`config.mk`:
```
export PLATFORM = sky130hd
export DESIGN_NAME = kww_top
export DESIGN_NICKNAME = d
export VERILOG_FILES = /design/src/rtl/kww_pkg.sv /design/src/rtl/kww_keycheck.sv /design/src/rtl/kww_counter.sv /design/src/rtl/kww_cfg.sv /design/src/rtl/kww_trip.sv /design/src/rtl/kww_top.sv
export SDC_FILE = /design/constraint.sdc
export NUM_CORES = 1
export LEC_CHECK = 0
export BUFFER_PORTS_ARGS = -buffer_cell sky130_fd_sc_hd__buf_2
export CAP_MARGIN = 30
export CORE_MARGIN = 5
export CORE_UTILIZATION = 25
export DETAILED_ROUTE_END_ITERATION = 6
export SYNTH_ARGS = -nofsm -noshare
export SYNTH_HDL_FRONTEND = slang
export SYNTH_SLANG_ARGS = --single-unit
```
`constraint.sdc`:
```
create_clock -name clk -period 2.5 [get_ports clk]
set_input_delay 0.375 -clock clk [delete_from_list [all_inputs] [get_ports clk]]
set_output_delay 0.375 -clock clk [all_outputs]
set_load 0.01 [all_outputs]
```
`src/rtl/kww_pkg.sv`:
```
package kww_pkg;

    localparam int DATA_W = 32;
    localparam int CNT_W  = 16;
    localparam int ADDR_W = 3;
    localparam int SEL_W  = 2;
    localparam int N_SRC  = 1 << SEL_W;
    localparam int N_CFG  = 3;

    typedef enum logic [ADDR_W-1:0] {
        A_CTRL = 3'd0,
        A_CNT  = 3'd1,
        A_TOV  = 3'd2,
        A_WIN  = 3'd3,
        A_STAT = 3'd4
    } reg_addr_e;

    // control register layout, bit 0 at the bottom
    typedef struct packed {
        logic [2:0]       rsvd;
        logic [1:0]       test_mode;
        logic             dbg_en;
        logic             stop_en;
        logic             wait_en;
        logic [SEL_W-1:0] clk_sel;
        logic             pre256;
        logic             cmd32;
        logic             upd_en;
        logic             win_en;
        logic             int_en;
        logic             en;
    } ctrl_t;

    localparam ctrl_t CTRL_RST = ctrl_t'(16'h0009);

    typedef enum logic [1:0] {
        KS_IDLE,
        KS_REF_HI,
        KS_UNL_HI
    } key_state_e;

    typedef struct packed {
        logic refresh;
        logic unlock;
        logic err;
    } key_evt_t;

    function automatic ctrl_t ctrl_from_bus(input logic [15:0] d);
        ctrl_t c;
        c      = ctrl_t'(d);
        c.rsvd = '0;
        return c;
    endfunction

endpackage

```
`src/rtl/kww_keycheck.sv`:
```
module kww_keycheck
    import kww_pkg::*;
#(
    parameter logic [31:0] REF_KEY = 32'h6B9F_0471,
    parameter logic [31:0] UNL_KEY = 32'hC3A5_1E2D
) (
    input  logic        clk,
    input  logic        rst,
    input  logic        cmd32,
    input  logic        kwr,
    input  logic [31:0] kdata,
    output key_evt_t    evt
);
    localparam logic [15:0] REF_LO = REF_KEY[15:0];
    localparam logic [15:0] REF_HI = REF_KEY[31:16];
    localparam logic [15:0] UNL_LO = UNL_KEY[15:0];
    localparam logic [15:0] UNL_HI = UNL_KEY[31:16];

    key_state_e st, st_n;

    always_comb begin
        evt  = '0;
        st_n = st;
        if (kwr) begin
            if (cmd32) begin
                st_n = KS_IDLE;
                if (kdata == REF_KEY)      evt.refresh = 1'b1;
                else if (kdata == UNL_KEY) evt.unlock  = 1'b1;
                else                       evt.err     = 1'b1;
            end else begin
                case (st)
                    KS_IDLE: begin
                        if (kdata[15:0] == REF_LO)      st_n = KS_REF_HI;
                        else if (kdata[15:0] == UNL_LO) st_n = KS_UNL_HI;
                        else                            evt.err = 1'b1;
                    end
                    KS_REF_HI: begin
                        st_n = KS_IDLE;
                        if (kdata[15:0] == REF_HI) evt.refresh = 1'b1;
                        else                       evt.err     = 1'b1;
                    end
                    KS_UNL_HI: begin
                        st_n = KS_IDLE;
                        if (kdata[15:0] == UNL_HI) evt.unlock = 1'b1;
                        else                       evt.err    = 1'b1;
                    end
                    default: st_n = KS_IDLE;
                endcase
            end
        end
    end

    always_ff @(posedge clk) begin
        if (rst) st <= KS_IDLE;
        else     st <= st_n;
    end

endmodule

```
`src/rtl/kww_counter.sv`:
```
module kww_counter #(
    parameter int N_SRC   = 4,
    parameter int PRE_DIV = 256,
    parameter int CNT_W   = 16,
    parameter int SEL_W   = $clog2(N_SRC),
    parameter int PRE_W   = (PRE_DIV > 1) ? $clog2(PRE_DIV) : 1
) (
    input  logic             clk,
    input  logic             rst,
    input  logic [N_SRC-1:0] ticks,
    input  logic [SEL_W-1:0] sel,
    input  logic             pre_on,
    input  logic             run,
    input  logic             clear,
    input  logic             hold,
    input  logic [CNT_W-1:0] limit,
    output logic [CNT_W-1:0] cnt,
    output logic             hit
);
    logic tick;
    logic step;

    assign tick = ticks[sel];

    generate
        if (PRE_DIV > 1) begin : g_pre
            logic [PRE_W-1:0] pcnt;
            logic             pwrap;
            assign pwrap = (pcnt == PRE_W'(PRE_DIV - 1));
            always_ff @(posedge clk) begin
                if (rst || clear)                       pcnt <= '0;
                else if (run && tick && pre_on && !hold) pcnt <= pwrap ? '0 : pcnt + 1'b1;
            end
            assign step = run && tick && !hold && (!pre_on || pwrap);
        end else begin : g_nopre
            assign step = run && tick && !hold;
        end
    endgenerate

    always_ff @(posedge clk) begin
        if (rst || clear)              cnt <= '0;
        else if (step && cnt < limit)  cnt <= cnt + 1'b1;
    end

    assign hit = (cnt >= limit);

endmodule

```
`src/rtl/kww_cfg.sv`:
```
module kww_cfg
    import kww_pkg::*;
#(
    parameter int CFG_WIN = 128,
    parameter int WIN_W   = $clog2(CFG_WIN + 1)
) (
    input  logic              clk,
    input  logic              rst,
    input  logic              wr,
    input  logic [ADDR_W-1:0] addr,
    input  logic [15:0]       wdata,
    input  logic              unlock,
    output ctrl_t             ctrl,
    output logic [CNT_W-1:0]  tov,
    output logic [CNT_W-1:0]  win,
    output logic              cfg_open
);
    logic [N_CFG-1:0] sel_reg;
    logic [N_CFG-1:0] done_once;
    logic [N_CFG-1:0] done_win;
    logic [N_CFG-1:0] take;
    logic [WIN_W-1:0] left;

    assign cfg_open = (left != '0);

    always_comb begin
        sel_reg[0] = wr && (addr == A_CTRL);
        sel_reg[1] = wr && (addr == A_TOV);
        sel_reg[2] = wr && (addr == A_WIN);
    end

    generate
        for (genvar i = 0; i < N_CFG; i++) begin : g_take
            assign take[i] = sel_reg[i] &&
                (!done_once[i] || (ctrl.upd_en && cfg_open && !done_win[i]));
        end
    endgenerate

    always_ff @(posedge clk) begin
        if (rst) begin
            ctrl      <= CTRL_RST;
            tov       <= '1;
            win       <= '0;
            done_once <= '0;
            done_win  <= '0;
            left      <= '0;
        end else begin
            if (unlock) begin
                left     <= WIN_W'(CFG_WIN);
                done_win <= '0;
            end else begin
                if (left != '0) left <= left - 1'b1;
                done_win <= done_win | take;
            end
            done_once <= done_once | take;
            if (take[0]) ctrl <= ctrl_from_bus(wdata);
            if (take[1]) tov  <= wdata[CNT_W-1:0];
            if (take[2]) win  <= wdata[CNT_W-1:0];
        end
    end

endmodule

```
`src/rtl/kww_trip.sv`:
```
module kww_trip #(
    parameter int RST_DLY = 128,
    parameter int DLY_W   = $clog2(RST_DLY)
) (
    input  logic clk,
    input  logic rst,
    input  logic en,
    input  logic int_en,
    input  logic hit,
    input  logic err,
    input  logic flag_clr,
    output logic flag,
    output logic rst_req,
    output logic tripped
);
    logic             arming;
    logic [DLY_W-1:0] dly;
    logic             fire;

    assign fire = en && !tripped && (hit || err);

    always_ff @(posedge clk) begin
        if (rst) begin
            flag    <= 1'b0;
            rst_req <= 1'b0;
            tripped <= 1'b0;
            arming  <= 1'b0;
            dly     <= '0;
        end else if (fire) begin
            tripped <= 1'b1;
            if (int_en) begin
                flag   <= 1'b1;
                arming <= 1'b1;
                dly    <= DLY_W'(RST_DLY - 1);
            end else begin
                rst_req <= 1'b1;
            end
        end else begin
            if (flag_clr) flag <= 1'b0;
            if (arming) begin
                if (dly == '0) begin
                    rst_req <= 1'b1;
                    arming  <= 1'b0;
                end else begin
                    dly <= dly - 1'b1;
                end
            end
        end
    end

endmodule

```
`src/rtl/kww_top.sv`:
```
module kww_top
    import kww_pkg::*;
#(
    parameter logic [31:0] REF_KEY = 32'h6B9F_0471,
    parameter logic [31:0] UNL_KEY = 32'hC3A5_1E2D,
    parameter int          CFG_WIN = 128,
    parameter int          RST_DLY = 128,
    parameter int          PRE_DIV = 256
) (
    input  logic              clk,
    input  logic              rst,
    input  logic              bus_wr,
    input  logic [ADDR_W-1:0] bus_addr,
    input  logic [DATA_W-1:0] bus_wdata,
    output logic [DATA_W-1:0] bus_rdata,
    input  logic [N_SRC-1:0]  clk_ticks,
    input  logic              in_wait,
    input  logic              in_stop,
    input  logic              in_debug,
    output logic              irq,
    output logic              rst_req
);
    ctrl_t            ctrl;
    logic [CNT_W-1:0] tov_q, win_q, cnt_q;
    logic             cfg_open, hit, flag, tripped;
    logic             en_q, int_en_q;
    logic             unlock_ok, refresh_ok, key_err, early, run, flag_clr, kwr;
    key_evt_t         kevt;

    assign en_q     = ctrl.en;
    assign int_en_q = ctrl.int_en;
    assign kwr      = bus_wr && (bus_addr == A_CNT);

    kww_keycheck #(.REF_KEY(REF_KEY), .UNL_KEY(UNL_KEY)) u_key (
        .clk(clk), .rst(rst), .cmd32(ctrl.cmd32),
        .kwr(kwr), .kdata(bus_wdata), .evt(kevt)
    );

    assign unlock_ok  = kevt.unlock;
    assign early      = ctrl.win_en && (cnt_q < win_q);
    assign refresh_ok = kevt.refresh && en_q && !tripped && !early;
    assign key_err    = kevt.err || (kevt.refresh && early);
    assign run        = en_q && !(in_wait && !ctrl.wait_en)
                             && !(in_stop && !ctrl.stop_en)
                             && !(in_debug && !ctrl.dbg_en);
    assign flag_clr   = bus_wr && (bus_addr == A_STAT) && bus_wdata[1];

    kww_cfg #(.CFG_WIN(CFG_WIN)) u_cfg (
        .clk(clk), .rst(rst), .wr(bus_wr), .addr(bus_addr),
        .wdata(bus_wdata[15:0]), .unlock(unlock_ok),
        .ctrl(ctrl), .tov(tov_q), .win(win_q), .cfg_open(cfg_open)
    );

    kww_counter #(.N_SRC(N_SRC), .PRE_DIV(PRE_DIV), .CNT_W(CNT_W), .SEL_W(SEL_W)) u_cnt (
        .clk(clk), .rst(rst), .ticks(clk_ticks), .sel(ctrl.clk_sel),
        .pre_on(ctrl.pre256), .run(run), .clear(refresh_ok), .hold(tripped),
        .limit(tov_q), .cnt(cnt_q), .hit(hit)
    );

    kww_trip #(.RST_DLY(RST_DLY)) u_trip (
        .clk(clk), .rst(rst), .en(en_q), .int_en(int_en_q), .hit(hit),
        .err(key_err), .flag_clr(flag_clr), .flag(flag),
        .rst_req(rst_req), .tripped(tripped)
    );

    assign irq = flag && int_en_q;

    always_comb begin
        case (bus_addr)
            A_CTRL:  bus_rdata = {16'h0, ctrl};
            A_CNT:   bus_rdata = {16'h0, cnt_q};
            A_TOV:   bus_rdata = {16'h0, tov_q};
            A_WIN:   bus_rdata = {16'h0, win_q};
            A_STAT:  bus_rdata = {29'h0, cfg_open, flag, en_q};
            default: bus_rdata = '0;
        endcase
    end

endmodule

```
==> results.toml, run 1 <==
[run_status]
outcome = "complete, but fails checks"
failed_checks = "negative setup slack"

[routing]
dr.first_iter.drc_count = 331
vias_per_cell = 4.77
detailedRoute.firstPassIterationCount = 5
totalWireLength_um = 17900
vias = 5378
ant_nets_after_route = 0
drt_drc_violations_left = 0
wl_per_cell_um = 15.9

[critical_path]
worst_r2r_startpoint = "u_cfg.tov[14]"
worstSetupEndpointType = "register"
start_kind = "register"
critPathMaxFanout = 3
reg2regPathDepth = 10
worst_ep_arrival_time_ps = 2850
criticalPathCategory = "reg2reg"
worstPathRequired_ps = 2790
regToRegEndpoint = "u_cnt.cnt[15]"
regToRegSetupSlack_ps = -60

[logic_synthesis]
syn-mean-instance-area_sq_um = 8.61
synth-async-reset-ratio_pct = 0
synth_ff_type = "sky130_fd_sc_hd__dfxtp_1"
synth_enable_flop_cells = 0
synthDistinctLibCells = 67
ys.warnings.count = 0
seq_area_frac_synth_pct = 33.0
postSynthRegisterBits = 96
synth_cells = 677
synthesis.area_sq_mm = 0.00583

[flow_run]
maximum_capacitance_violations = 0

[pwr]
design_power_mw = 3.84
ir_drop_mv = 0.316
p_per_area_mw_per_mm2 = 492
static-leakage-power_nw = 3.40

[die]
initial_core_util_pct = 25.6
num_rows = 55
core-area_sq_mm = 0.0228
die-width_um = 163
die_h_um = 163
overall_die_area_sq_mm = 0.0265
ios = 79

[timing]
tightest_slew_ps = 554
timing.final.hold_violations = 0
slew-limit-headroom_pct = 63.1
finalCriticalPeriod_ps = 2560
setup_viol_count_final = 1
finalWorstSetupSlack_ps = -57.3
final.hold.worst_slack_ps = 338
rsz0062_at_grt = "yes"
clock-skew-final_ps = 7.26
fmaxAchievable_mhz = 391
maxSlewViolCount = 0
final.period_utilization_pct = 102

[place]
globalplace.congestion = 0.834
place_hpwl_um = 13200
dp.cells = 1098
port_buffers = 62

[global_routing]
grt_usage_pct = 13.1
grt_start_max_net_pins = 44
overflow = 0
antenna_violations_before_repair = 0
number_of_global_route_vias_before_repair = 5049
grt_pass1_wl_um = 27500

[final_layout]
number_of_antenna_repair_diodes = 0
layout.filler_cells = 2340
sequential_cell_area_sq_mm = 0.00194
final_net_count = 890
final-instance-count-excl-fill = 1127
syn_to_final_growth_pct = 33.8
drive_gt1_share_pct = 31.9
multi_input_area_sq_mm = 0.00392

[clocking]
insertion_delay_ps = 360
path_clk_slew_ps = 70
cts_hold_buf = 0
sink_count = 96
clock-root-buffer = "sky130_fd_sc_hd__clkbuf_16"
cts_made_buffers = 9
clk_path_buf_depth = 2
htree_num_levels = 3
tritoncts = "done"

[worst_hold_path]
worstHoldStart = "bus_wdata[0]"
hold-path-cell-count = 3
timing.hold.worst.class = "in2reg"
hold_path_end = "u_cfg.tov[0]"
==> kinds of logic after synthesis <==
| family | share of synthesized area [%] |
|---|---|
| xor+xnor | 2.56 |
| mux | 10.8 |
| compound gates | 13.9 |
| flops | 33.0 |
| simple gates | 24.5 |
| buf+inv | 7.41 |
| fa+ha+maj | 7.73 |
| other cells | 0.0644 |
==> power by group <==
part	internal, mW	leakage [nW]	switching [mW]
clock network	0.802	0.145	0.622
registers	1.60	0.776	0.0602
logic	0.360	2.48	0.393
==> registers in the layout (all words and copies together), names as in the netlist, 2 cells and up <==
name / cells
u_cfg.done_once: 3
u_cfg.win: 16
u_key.st: 2
u_cnt.cnt: 16
u_cfg.left: 8
u_trip.dly: 7
u_cfg.ctrl: 13
u_cnt.g_pre.pcnt: 8
u_cfg.tov: 16
u_cfg.done_win: 3
==> cell type report <==
cell class / instances / share of cell area (%)
Clock buffer: 11 / 3.11
Clock inverter: 5 / 0.722
Inverter: 48 / 2.31
Multi-Input combinational cell: 502 / 50.2
Sequential cell: 96 / 24.8
Tap cell: 313 / 5.02
Timing Repair Buffer: 152 / 13.8
==> worst max-delay path, cell delays in order, from the launching register on <==
cell and delay [ps]:
sky130_fd_sc_hd__dfxtp_2 330, sky130_fd_sc_hd__inv_1 110, sky130_fd_sc_hd__ha_4 220, sky130_fd_sc_hd__and4_4 220
sky130_fd_sc_hd__nand2_4 80, sky130_fd_sc_hd__o221ai_2 120, sky130_fd_sc_hd__buf_4 150, sky130_fd_sc_hd__nor4_4 320
sky130_fd_sc_hd__nand4_1 240, sky130_fd_sc_hd__or4_4 580, sky130_fd_sc_hd__a21oi_2 120
==> cell usage after synthesis (all sizes together) (3+ instances only) <==
| cell type | number | area [sq um] |
|---|---|---|
| a31oi | 3 | 25.0 |
| o21a | 5 | 38.8 |
| o22ai | 3 | 18.8 |
| clkbuf | 23 | 86.3 |
| or3 | 11 | 68.8 |
| xor2 | 9 | 78.8 |
| and4 | 6 | 52.6 |
| nor2b | 18 | 113 |
| nand2b | 6 | 37.5 |
| a21oi | 40 | 200 |
| nor4 | 23 | 174 |
| ha | 36 | 450 |
| nor3b | 4 | 30.0 |
| xnor2 | 8 | 70.1 |
| dfxtp | 96 | 1920 |
| a2111oi | 6 | 58.8 |
| nand4 | 14 | 87.6 |
| and3 | 6 | 37.5 |
| a311oi | 4 | 35.0 |
| o31ai | 3 | 22.5 |
| inv | 48 | 180 |
| nor3 | 6 | 35.0 |
| o21ai | 19 | 118 |
| o211ai | 17 | 128 |
| nand3 | 12 | 60.1 |
| nor2 | 72 | 270 |
| or4 | 3 | 26.3 |
| mux2i | 36 | 360 |
| and2 | 6 | 37.5 |
| buf | 23 | 165 |
| nand2 | 65 | 244 |
| o41ai | 3 | 41.3 |
| nand3b | 4 | 30.0 |
| mux4 | 12 | 270 |
==> what timing repair did <==
| item | CTS | global route |
|---|---|---|
| cloned | 1 | 2 |
| resized for setup | 22 | 61 |
| setup buffers | 6 | 4 |
| endpoints found under the setup margin | 22 | 20 |
| pin swaps | 17 | 40 |
==> stage by stage <==
stage,worst slack [ps],area (sq um),TNS [ps],utilization [%]
2_1_floorplan,2.69,5930,0,-
3_3_place_gp,-207,6990,-2090,30.7
3_5_place_dp,-224,6990,-2690,30.7
4_1_cts,-9.57,7440,-9.57,32.7
5_1_grt,-123,7800,-691,34.2
6_report,-57.3,7800,-57.3,34.2
==> per-layer routing <==
layer,wire (um),track usage [%]
met3,908,2.61
met4,493,5.03
met5,0,0
met2,8420,21.3
met1,8100,17.3
==> cell usage in the layout, fill, tap and decap left out, types with 16 or more instances in the layout <==
| cell type | count |
|---|---|
| sky130_fd_sc_hd__nor2_1 | 70 |
| sky130_fd_sc_hd__dfxtp_1 | 85 |
| sky130_fd_sc_hd__buf_2 | 63 |
| sky130_fd_sc_hd__nor4_1 | 16 |
| sky130_fd_sc_hd__nand2_1 | 62 |
| sky130_fd_sc_hd__o211ai_1 | 17 |
| sky130_fd_sc_hd__buf_4 | 78 |
| sky130_fd_sc_hd__inv_1 | 46 |
| sky130_fd_sc_hd__a21oi_1 | 31 |
| sky130_fd_sc_hd__mux2i_1 | 36 |
| sky130_fd_sc_hd__ha_1 | 26 |
| sky130_fd_sc_hd__conb_1 | 16 |
| sky130_fd_sc_hd__nor2b_1 | 18 |
==> how the worst max path moves through the flow <==
stage,from,end,cells after the start
6_report,u_cfg.tov[14],u_cnt.cnt[15],10
3_5_place_dp,bus_wdata[1],u_trip.dly[4],9
4_1_cts,u_cfg.tov[1],u_trip.flag,10
2_1_floorplan,bus_wdata[4],u_trip.arming,8
5_1_grt,u_cfg.tov[15],u_cnt.cnt[15],10
3_3_place_gp,bus_wdata[1],u_trip.dly[3],9
Note: power is estimated with default switching activity, not from simulation.
==> run 2: changes to the inputs <==
--- a/config.mk
+++ b/config.mk
@@ -10,6 +10,7 @@
 export CORE_MARGIN = 5
 export CORE_UTILIZATION = 25
 export DETAILED_ROUTE_END_ITERATION = 6
+export RECOVER_POWER = 50
 export SYNTH_ARGS = -nofsm -noshare
 export SYNTH_HDL_FRONTEND = slang
 export SYNTH_SLANG_ARGS = --single-unit
==> run 2 against run 1 <==
The run still ends with negative setup slack left. Wire length is 0.49% lower. Global-route usage unchanged. Count of clock-buffer cells in the layout did not move. Flip-flop and latch count unchanged. Worst hold slack better by 1.1 ps. Clock power hardly changed. Cell count unchanged. Largest power group unchanged.
==> results.toml, run 2 (synthesis gave the netlist of run 1 again) <==
[run_status]
outcome = "complete, but fails checks"
failed_checks = "negative setup slack"

[die]
die-width_um = 163
initial_core_util_pct = 25.6
die_h_um = 163
overall_die_area_sq_mm = 0.0265
ios = 79
num_rows = 55
core-area_sq_mm = 0.0228

[clocking]
sink_count = 96
clock-root-buffer = "sky130_fd_sc_hd__clkbuf_16"
insertion_delay_ps = 360
tritoncts = "done"
cts_hold_buf = 0
clk_path_buf_depth = 2
path_clk_slew_ps = 70
cts_made_buffers = 9
htree_num_levels = 3

[pwr]
ir_drop_mv = 0.333
p_per_area_mw_per_mm2 = 493
static-leakage-power_nw = 3.32

[routing]
totalWireLength_um = 17800
vias = 5388
detailedRoute.firstPassIterationCount = 5
wl_per_cell_um = 15.8
dr.first_iter.drc_count = 332
drt_drc_violations_left = 0
ant_nets_after_route = 0
vias_per_cell = 4.78

[critical_path]
reg2regPathDepth = 10
worstPathRequired_ps = 2790
ordered_cell_list_for_the_critical_path = "inv_1, ha_4, a21oi_2, o21a_1, o221ai_2, buf_4, nor4_4, nand4_1, or4_4, a21oi_2"
criticalPathCategory = "reg2reg"
regToRegSetupSlack_ps = -60
worst_ep_arrival_time_ps = 2850
worstSetupEndpointType = "register"
critPathMaxFanout = 3
timing.critical_path.buf_inv = 2
cpMaxStageDelayCell = "sky130_fd_sc_hd__or4_4"
cpLargestDelayFamily = "simple AND/OR/NAND/NOR gates"
start_kind = "register"
worst_r2r_startpoint = "u_cfg.tov[5]"
timing.critical_path.slowest_cell_delay_ps = 590
regToRegEndpoint = "u_cnt.cnt[15]"
cp_common_cell = "sky130_fd_sc_hd__a21oi_2"

[timing]
final.hold.worst_slack_ps = 339
clock-skew-final_ps = 6.89
fmaxAchievable_mhz = 390
setup_viol_count_final = 3
timing.final.hold_violations = 0
finalCriticalPeriod_ps = 2560
finalWorstSetupSlack_ps = -61.6
maxSlewViolCount = 0
slew-limit-headroom_pct = 29.0
rsz0062_at_grt = "yes"
final.period_utilization_pct = 102
tightest_slew_ps = 1060

[final_layout]
final_net_count = 890
postLayoutCoreUtil_pct = 34.0
final-instance-count-excl-fill = 1127
syn_to_final_growth_pct = 32.9
layout.cells.most_common = "sky130_fd_sc_hd__dfxtp_1"
number_of_antenna_repair_diodes = 0
largest_registers = "u_cfg.tov x16, u_cfg.win x16, u_cnt.cnt x16"
drive_gt1_share_pct = 29.2
layout.cells.most_common_list = "85 x sky130_fd_sc_hd__dfxtp_1, 71 x sky130_fd_sc_hd__buf_4, 70 x sky130_fd_sc_hd__nor2_1, 62 x sky130_fd_sc_hd__nand2_1, 47 x sky130_fd_sc_hd__buf_2"
layout.cell_area.non_filler_sq_mm = 0.00774

[place]
place_hpwl_um = 13200
place_area_sq_mm = 0.00699
dp.cells = 1098
port_buffers = 62
globalplace.congestion = 0.834

[worst_hold_path]
hold_path_end = "u_cfg.tov[0]"
worstHoldStart = "bus_wdata[0]"
timing.hold.worst.class = "in2reg"
hold-path-cell-count = 3

[global_routing]
overflow = 0
antenna_violations_before_repair = 0
grt_start_max_net_pins = 44
grt_usage_pct = 13.1
grt_pass1_wl_um = 27500
number_of_global_route_vias_before_repair = 5049

[flow_run]
maximum_capacitance_violations = 0
## run 2: final cells by class
cell class | count | area (sq um)
well taps | 313 | 392
fillers | 2355 | 15000
repair buffers | 152 | 1030
multi-input cells | 502 | 3900
inverters | 48 | 180
clock buffers | 11 | 243
flip-flops and latches | 96 | 1940
clock inverters | 5 | 56.3
## run 2: repair_timing
item | in CTS | in global routing
gates cloned | 1 | 2
pin swaps | 17 | 40
buffers inserted | 6 | 4
endpoints found under the setup margin | 22 | 20
resized for setup | 22 | 61
## run 2: how the worst max path moves through the flow
stage | start | to | slack (ps) | cells after the start
3_5_place_dp | bus_wdata[1] | u_trip.dly[4] | -220 | 9
4_1_cts | u_cfg.tov[1] | u_trip.flag | -10 | 10
3_3_place_gp | bus_wdata[1] | u_trip.dly[3] | -210 | 9
6_report | u_cfg.tov[5] | u_cnt.cnt[15] | -60 | 10
2_1_floorplan | bus_wdata[4] | u_trip.arming | 3 | 8
5_1_grt | u_cfg.tov[15] | u_cnt.cnt[15] | -120 | 10
## run 2: worst min-delay path, cell delays in order
cell and delay [ps]:
sky130_fd_sc_hd__buf_2 160, sky130_fd_sc_hd__nand2_1 60, sky130_fd_sc_hd__nand3_1 70
## run 2: metal layers
| layer | vias up | track usage (%) | part of all wire [%] |
|---|---|---|---|
| met2 | 164 | 21.3 | 46 |
| li1 | 2671 | - | - |
| met4 | 0 | 5.03 | 3.2 |
| met5 | - | 0 | 0 |
| met3 | 35 | 2.61 | 5.6 |
| met1 | 2518 | 17.3 | 45 |
## run 2: per-stage QoR
step / setup slack, ps / total power, mW / setup TNS (ps)
after floorplan: 2.69 / 2.18 / 0
after global placement: -207 / 2.40 / -2090
after detailed placement: -224 / 2.41 / -2690
after CTS: -9.57 / 3.86 / -9.57
after global routing: -123 / 4.01 / -2730
final: -61.6 / 3.82 / -80.9
## run 2: report_power, final
| group | total (mW) | switching (mW) | leakage (nW) | internal, mW |
|---|---|---|---|---|
| Sequential | 1.66 | 0.0603 | 0.776 | 1.60 |
| Combinational | 0.735 | 0.392 | 2.40 | 0.343 |
| Clock | 1.42 | 0.618 | 0.145 | 0.801 |
